[src/rtl/sfs_pkg.sv]
package sfs_pkg;
  localparam int unsigned BYTE_W  = 8;
  localparam int unsigned BIT_CW  = $clog2(BYTE_W);
  localparam int unsigned BYTE_CW = 2;

  localparam logic [BYTE_W-1:0] OP_STAT_WR = 8'h01;
  localparam logic [BYTE_W-1:0] OP_STAT_RD = 8'h05;
  localparam logic [BYTE_W-1:0] OP_WR_EN   = 8'h06;
  localparam logic [BYTE_W-1:0] OP_PAR_ON  = 8'h55;
  localparam logic [BYTE_W-1:0] OP_PAR_OFF = 8'h45;

  typedef struct packed {
    logic       wr_lock;
    logic [1:0] rsvd;
    logic [2:0] prot;
    logic       wr_en;
    logic       busy;
  } stat_t;
endpackage

[src/rtl/sfs_frame_rx.sv]
module sfs_frame_rx
  import sfs_pkg::*;
(
  input  logic               clk_i,
  input  logic               rst_ni,
  input  logic               sck_i,
  input  logic               cs_ni,
  input  logic               si_i,
  output logic               rise_o,
  output logic               fall_o,
  output logic               end_o,
  output logic [BYTE_W-1:0]  op_o,
  output logic               op_vld_o,
  output logic [BYTE_CW-1:0] byte_cnt_o,
  output logic [BIT_CW-1:0]  bit_cnt_o,
  output logic [BYTE_W-1:0]  shift_o
);
  logic sck_q, cs_q;

  assign rise_o = ~cs_ni & sck_i & ~sck_q;
  assign fall_o = ~cs_ni & ~sck_i & sck_q;
  assign end_o  = cs_ni & ~cs_q;

  always_ff @(posedge clk_i or negedge rst_ni) begin
    if (!rst_ni) begin
      sck_q      <= 1'b0;
      cs_q       <= 1'b1;
      bit_cnt_o  <= '0;
      byte_cnt_o <= '0;
      shift_o    <= '0;
      op_o       <= '0;
      op_vld_o   <= 1'b0;
    end else begin
      sck_q <= sck_i;
      cs_q  <= cs_ni;
      if (cs_ni) begin
        bit_cnt_o  <= '0;
        byte_cnt_o <= '0;
        op_vld_o   <= 1'b0;
      end else if (rise_o) begin
        shift_o   <= {shift_o[BYTE_W-2:0], si_i};
        bit_cnt_o <= bit_cnt_o + BIT_CW'(1);
        if (bit_cnt_o == {BIT_CW{1'b1}}) begin
          // byte counter saturates: frames longer than 3 bytes stay "long"
          if (byte_cnt_o != {BYTE_CW{1'b1}}) byte_cnt_o <= byte_cnt_o + BYTE_CW'(1);
          if (byte_cnt_o == '0) begin
            op_o     <= {shift_o[BYTE_W-2:0], si_i};
            op_vld_o <= 1'b1;
          end
        end
      end
    end
  end

  a_r13_frame_clear: assert property (@(posedge clk_i) disable iff (!rst_ni)
    cs_ni |=> (bit_cnt_o == '0 && byte_cnt_o == '0 && !op_vld_o));
endmodule

[src/rtl/sfs_status_regs.sv]
module sfs_status_regs
  import sfs_pkg::*;
#(
  parameter int unsigned BUSY_CYCLES = 1000
) (
  input  logic               clk_i,
  input  logic               rst_ni,
  input  logic               rise_i,
  input  logic               end_i,
  input  logic [BYTE_W-1:0]  op_i,
  input  logic [BYTE_CW-1:0] byte_cnt_i,
  input  logic [BIT_CW-1:0]  bit_cnt_i,
  input  logic [BYTE_W-1:0]  ser_data_i,
  input  logic [BYTE_W-1:0]  pdat_i,
  input  logic               wp_ni,
  output stat_t              stat_o,
  output logic               par_mode_o
);
  localparam int unsigned TW = $clog2(BUSY_CYCLES + 1);

  logic             lock_q, wen_q, busy_q;
  logic [2:0]       prot_q;
  logic [TW-1:0]    tmr_q;
  logic [BYTE_W-1:0] par_q, wdat;
  logic             len8, len9, len16, wr_len, hw_lock, wren_ok, wr_ok;

  assign len8    = byte_cnt_i == BYTE_CW'(1) && bit_cnt_i == '0;
  assign len9    = byte_cnt_i == BYTE_CW'(1) && bit_cnt_i == BIT_CW'(1);
  assign len16   = byte_cnt_i == BYTE_CW'(2) && bit_cnt_i == '0;
  assign wr_len  = par_mode_o ? len9 : len16;
  assign hw_lock = lock_q & ~wp_ni;
  assign wdat    = par_mode_o ? par_q : ser_data_i;
  assign wren_ok = end_i & len8 & (op_i == OP_WR_EN) & ~busy_q;
  assign wr_ok   = end_i & wr_len & (op_i == OP_STAT_WR) & wen_q & ~busy_q & ~hw_lock;

  always_comb begin
    stat_o.wr_lock = lock_q;
    stat_o.rsvd    = 2'b00;
    stat_o.prot    = prot_q;
    stat_o.wr_en   = wen_q;
    stat_o.busy    = busy_q;
  end

  always_ff @(posedge clk_i or negedge rst_ni) begin
    if (!rst_ni) begin
      lock_q     <= 1'b0;
      prot_q     <= '0;
      wen_q      <= 1'b0;
      busy_q     <= 1'b0;
      tmr_q      <= '0;
      par_q      <= '0;
      par_mode_o <= 1'b0;
    end else begin
      // byte-wide data is taken on the edge after the instruction byte
      if (par_mode_o && rise_i && len8) par_q <= pdat_i;
      if (wr_ok) begin
        lock_q <= wdat[7];
        prot_q <= wdat[4:2];
        busy_q <= 1'b1;
        tmr_q  <= TW'(BUSY_CYCLES - 1);
      end else if (busy_q) begin
        if (tmr_q == '0) begin
          busy_q <= 1'b0;
          wen_q  <= 1'b0;
        end else begin
          tmr_q <= tmr_q - TW'(1);
        end
      end
      if (wren_ok) wen_q <= 1'b1;
      if (end_i && len8) begin
        if (op_i == OP_PAR_ON)  par_mode_o <= 1'b1;
        if (op_i == OP_PAR_OFF) par_mode_o <= 1'b0;
      end
    end
  end

  a_r7_busy_from_write: assert property (@(posedge clk_i) disable iff (!rst_ni)
    $rose(busy_q) |-> $past(end_i && op_i == OP_STAT_WR));
  a_r7_wel_clear_at_done: assert property (@(posedge clk_i) disable iff (!rst_ni)
    $fell(busy_q) |-> !wen_q);
  a_r3_wel_by_wren: assert property (@(posedge clk_i) disable iff (!rst_ni)
    $rose(wen_q) |-> $past(end_i && op_i == OP_WR_EN));
  a_r6_hw_lock_holds: assert property (@(posedge clk_i) disable iff (!rst_ni)
    (end_i && lock_q && !wp_ni) |=> $stable({lock_q, prot_q}));
  a_r8_busy_blocks: assert property (@(posedge clk_i) disable iff (!rst_ni)
    busy_q |=> $stable({lock_q, prot_q}));
  a_r11_mode_on_end: assert property (@(posedge clk_i) disable iff (!rst_ni)
    !end_i |=> $stable(par_mode_o));
endmodule

[src/rtl/sfs_read_tx.sv]
module sfs_read_tx
  import sfs_pkg::*;
(
  input  logic              clk_i,
  input  logic              rst_ni,
  input  logic              cs_ni,
  input  logic              rise_i,
  input  logic              fall_i,
  input  logic [BYTE_W-1:0] op_i,
  input  logic              op_vld_i,
  input  logic [BIT_CW-1:0] bit_cnt_i,
  input  logic              par_mode_i,
  input  stat_t             stat_i,
  output logic              so_o,
  output logic              so_oe_o,
  output logic [BYTE_W-1:0] pdat_o,
  output logic              pdat_oe_o
);
  logic [BYTE_W-1:0] snap_q;
  logic              so_q, rd;

  assign rd        = op_vld_i & (op_i == OP_STAT_RD);
  assign so_oe_o   = ~cs_ni & rd & ~par_mode_i;
  assign pdat_oe_o = ~cs_ni & rd & par_mode_i;
  assign pdat_o    = pdat_oe_o ? stat_i : '0;
  assign so_o      = so_q;

  always_ff @(posedge clk_i or negedge rst_ni) begin
    if (!rst_ni) begin
      snap_q <= '0;
      so_q   <= 1'b0;
    end else begin
      // re-capture at every byte boundary so polling sees fresh status
      if (rise_i && bit_cnt_i == {BIT_CW{1'b1}}) snap_q <= stat_i;
      if (fall_i && rd) so_q <= snap_q[~bit_cnt_i];
    end
  end

  a_r9_so_moves_on_fall: assert property (@(posedge clk_i) disable iff (!rst_ni)
    !fall_i |=> $stable(so_q));
endmodule

[src/rtl/sflash_status_ctrl.sv]
module sflash_status_ctrl
  import sfs_pkg::*;
#(
  parameter int unsigned BUSY_CYCLES = 1000
) (
  input  logic       clk_i,
  input  logic       rst_ni,
  input  logic       sck_i,
  input  logic       cs_ni,
  input  logic       si_i,
  input  logic       wp_ni,
  input  logic [7:0] pdat_i,
  output logic       so_o,
  output logic       so_oe_o,
  output logic [7:0] pdat_o,
  output logic       pdat_oe_o
);
  logic               rise, fall, frame_end, op_vld, par_mode;
  logic [BYTE_W-1:0]  op, shift;
  logic [BYTE_CW-1:0] byte_cnt;
  logic [BIT_CW-1:0]  bit_cnt;
  stat_t              stat;

  sfs_frame_rx u_rx (
    .clk_i, .rst_ni, .sck_i, .cs_ni, .si_i,
    .rise_o(rise), .fall_o(fall), .end_o(frame_end),
    .op_o(op), .op_vld_o(op_vld), .byte_cnt_o(byte_cnt),
    .bit_cnt_o(bit_cnt), .shift_o(shift)
  );

  sfs_status_regs #(.BUSY_CYCLES(BUSY_CYCLES)) u_regs (
    .clk_i, .rst_ni, .rise_i(rise), .end_i(frame_end), .op_i(op),
    .byte_cnt_i(byte_cnt), .bit_cnt_i(bit_cnt), .ser_data_i(shift),
    .pdat_i, .wp_ni, .stat_o(stat), .par_mode_o(par_mode)
  );

  sfs_read_tx u_tx (
    .clk_i, .rst_ni, .cs_ni, .rise_i(rise), .fall_i(fall),
    .op_i(op), .op_vld_i(op_vld), .bit_cnt_i(bit_cnt),
    .par_mode_i(par_mode), .stat_i(stat),
    .so_o, .so_oe_o, .pdat_o, .pdat_oe_o
  );
endmodule

[config.mk]
export PLATFORM = sky130hd
export DESIGN_NAME = sflash_status_ctrl
export DESIGN_NICKNAME = d
export VERILOG_FILES = /design/src/rtl/sfs_pkg.sv /design/src/rtl/sfs_frame_rx.sv /design/src/rtl/sfs_status_regs.sv /design/src/rtl/sfs_read_tx.sv /design/src/rtl/sflash_status_ctrl.sv
export SDC_FILE = /design/constraint.sdc
export NUM_CORES = 1
export LEC_CHECK = 0
export ABC_AREA = 1
export BUFFER_PORTS_ARGS = -buffer_cell sky130_fd_sc_hd__buf_2
export CAP_MARGIN = 10
export CORE_UTILIZATION = 65
export CTS_BUF_LIST = sky130_fd_sc_hd__clkbuf_8
export CTS_CLUSTER_DIAMETER = 150
export DETAILED_ROUTE_END_ITERATION = 10
export GPL_ROUTABILITY_DRIVEN = 0
export PLACE_DENSITY = 0.95
export RECOVER_POWER = 25
export SYNTH_ARGS = -nofsm -noshare
export SYNTH_HDL_FRONTEND = slang
export SYNTH_SLANG_ARGS = --single-unit
export TNS_END_PERCENT = 20
[constraint.sdc]
create_clock -name clk_i -period 4.2 [get_ports clk_i]
set_input_delay 0.21 -clock clk_i [delete_from_list [all_inputs] [get_ports clk_i]]
set_output_delay 0.21 -clock clk_i [all_outputs]
set_load 0.02 [all_outputs]
==> out/summary.txt <==
CTS max path bufs -> 2
Post-DRT Antenna Nets -> 0
fin. max-slew vios -> 27
Synth area leader -> dfrtp_1
row count -> 22
H-tree depth -> 2
clock buffer count from CTS -> 5
max cap viols -> 1
status -> finished, violations left
gr ovfl total -> 0
Setup CP Type -> register to output pin
CP delay by family, top -> simple AND/OR/NAND/NOR gates
DR vias/cell -> 5.50
Residual DRC -> 0
setup slack, reg-to-reg -> 2.51 ns
fmax -> 473 MHz
Netlist Area Pre-Place -> 2660 um2
clock insertion delay at the later pin of the skew report -> 0.31 ns
CP cell instances -> nor2_1 -> and2_1 -> nand4_1 -> nor2_1 -> buf_2
period utilization -> 50.3%
Ports -> 25
Synth Flop Type -> dfrtp_1
RSZ-0062 raised after global routing -> no
most frequent CP cell -> nor2_1
Clock Skew -> 0.00862 ns
#FFs+latches synth -> 52
CP Capture Point -> pdat_o[3]
vias in the first global route -> 2011
CP max-delay cell -> dfrtp_1
buffer and inverter count on the worst path -> 1
slew of the pin with the lowest slew margin -> 1.53 ns
drt first pass iters -> 5
Seq/Total Area, Yosys -> 49.0%
CP max stage delay -> 0.43 ns
CP Launch Type -> register
CP Capture Type -> output pin
Reg-to-Reg Start -> u_rx.bit_cnt_o[0]
Yosys top cell area share -> 48.0%
Routed wire per std cell -> 13.4 um
clock root cell -> clkbuf_8
P_leak -> 1.45 nW
DP Wirelength -> 3740 um
# fillers -> 272
worst-path fanout max -> 7
layout cells sized above 1 -> 13.3%
Peak VDD IR -> 226 uV
initial antenna violation count -> 0
Area Growth Syn to Fin -> 8.80%
WHS -> 0.0436 ns
Nets -> 368
Warnings, synthesis -> 0
die area -> 4350 um2
Max-slew headroom -> -1.82%
post-CTS setup buffers -> 0
Setup violations, final -> 0
CTS tree -> yes
synth unique cells -> 31
first-pass GRT wire length -> 8980 um
worst reg-to-reg path cell count -> 6
Die X -> 66.0 um
Hold Fails Final Rpt -> 0
Resized cells post-CTS -> 0
ANT cells -> 0
Port Buffers -> 18
clock sinks -> 52
Mean Syn Cell Area -> 8.24 um2
via count -> 2166
Post-synth EDFFs -> 0
Async SR Flop Fraction -> 100%
critical path depth in cells -> 5
Total GRT Usage -> 28.0%
min cycle time layout -> 2.11 ns
Die H -> 66.0 um
failing checks -> max-capacitance violations, max-slew violations
Initial Util -> 70.0%
pin count of the biggest net entering global routing -> 53
Clk pin slew, worst setup/hold paths -> 0.10 ns
Crit. Startpoint -> u_rx.op_o[1]
post-synthesis cell count -> 323
Hold Path Class -> input pin to register
reg2reg end -> u_rx.byte_cnt_o[1]
top cells by area, synth -> dfrtp_1 48%, nand2_1 9.9%, o21ai_0 8.3%, inv_1 7.5%, ha_1 4.2%
TNS Setup -> 0 ns
routed wire length -> 5270 um
CORE AREA -> 3800 um2
PD cells -> 305 nW/um2
Detailed Route Iter0 Violations -> 151
Worst EP arrival -> 1.90 ns
WP data required -> 3.99 ns
==> Yosys cell counts, drive strengths merged (2+ instances only) <==
cell / instances
dfrtp: 51
buf: 5
nor3: 4
o21ai: 45
a21oi: 2
o211ai: 2
nand4: 10
nand3: 25
inv: 55
nor2: 32
ha: 9
nand2: 76
==> cell type report <==
type                    count  area, um2  area share, %
inverters                  55        206           7.13
repair buffers             20        124           4.28
multi-input cells         211       1110           38.3
clock inverters             2       10.0          0.346
flip-flops and latches     52       1300           45.0
well taps                  48       60.1           2.08
clock buffers               6       82.6           2.85
==> cells by family (layout without fill, tap and decap cells) <==
kind of cell | Yosys count | count (layout) | synth area share [%]
simple gates | 150 | 150 | 27.3
compound gates | 50 | 50 | 9.88
other cells | 1 | 2 | 0.141
flops | 52 | 52 | 49.0
buf+inv | 61 | 83 | 9.50
fa+ha+maj | 9 | 9 | 4.23
==> flip-flops by register name, summed over array words and instances, names as in the netlist, 2 cells and up <==
signal	cells
u_rx.byte_cnt_o	2
u_regs.tmr_q	10
u_rx.op_o	8
u_rx.bit_cnt_o	3
u_rx.shift_o	8
u_regs.par_q	4
u_tx.snap_q	6
u_regs.prot_q	3
==> cells in the final DEF (no fill, tap or decap), types with 2 or more instances in the layout <==
cell type,netlist,final
nand3_2,5,5
nand3_1,19,19
nand2_1,70,70
nor2_4,3,3
buf_2,1,15
nand4_1,10,10
a21oi_1,2,2
nor3_1,3,3
clkbuf_8,0,6
nand2_2,5,5
ha_1,9,9
o21ai_0,44,44
inv_2,2,2
inv_1,53,53
dfrtp_1,51,51
conb_1,1,2
clkinv_2,0,2
clkbuf_1,1,3
nor2_1,28,28
==> how the worst min path moves through the flow <==
stage	startpoint	endpoint	slack [ns]	depth (start not counted)
2_1_floorplan	rst_ni	u_regs.busy_q	-0.09	0
3_3_place_gp	cs_ni	u_rx.cs_q	0.36	1
3_5_place_dp	cs_ni	u_rx.cs_q	0.36	1
4_1_cts	cs_ni	u_rx.cs_q	0.03	1
5_1_grt	cs_ni	u_rx.cs_q	0.06	1
6_report	cs_ni	u_rx.cs_q	0.04	1
==> what timing repair did <==
action,in CTS,in global routing
hold buffers,0,1
hold endpoints to repair,0,25
setup endpoints to repair,0,0
==> metal layers <==
layer / track usage [%] / up-vias / wire length [um]
li1: - / 1068 / -
met1: 34.3 / 1031 / 2290
met2: 48.2 / 56 / 2690
met3: 5.86 / 11 / 197
met4: 10.6 / 0 / 98
met5: 0 / - / 0
==> power breakdown <==
group	total (mW)	switching (mW)	internal [mW]	leakage (nW)
logic	0.0586	0.0399	0.0187	0.732
registers	0.530	0.0104	0.519	0.663
clock network	0.294	0.162	0.132	0.0510
total	0.882	0.213	0.670	1.45
==> per-stage QoR <==
step                power [mW]  util [%]  cells  area, um2  setup WS (ns)
global placement         0.591      72.9    384       2770           2.57
floorplan                0.571         -    324       2660           2.77
finish                   0.882      76.2    394       2890           2.09
global route             0.919      76.2    394       2890           2.00
detailed placement       0.594      72.9    384       2770           2.48
CTS                      0.880      75.3    392       2860           2.09
Power figures use the tool's default switching activity.
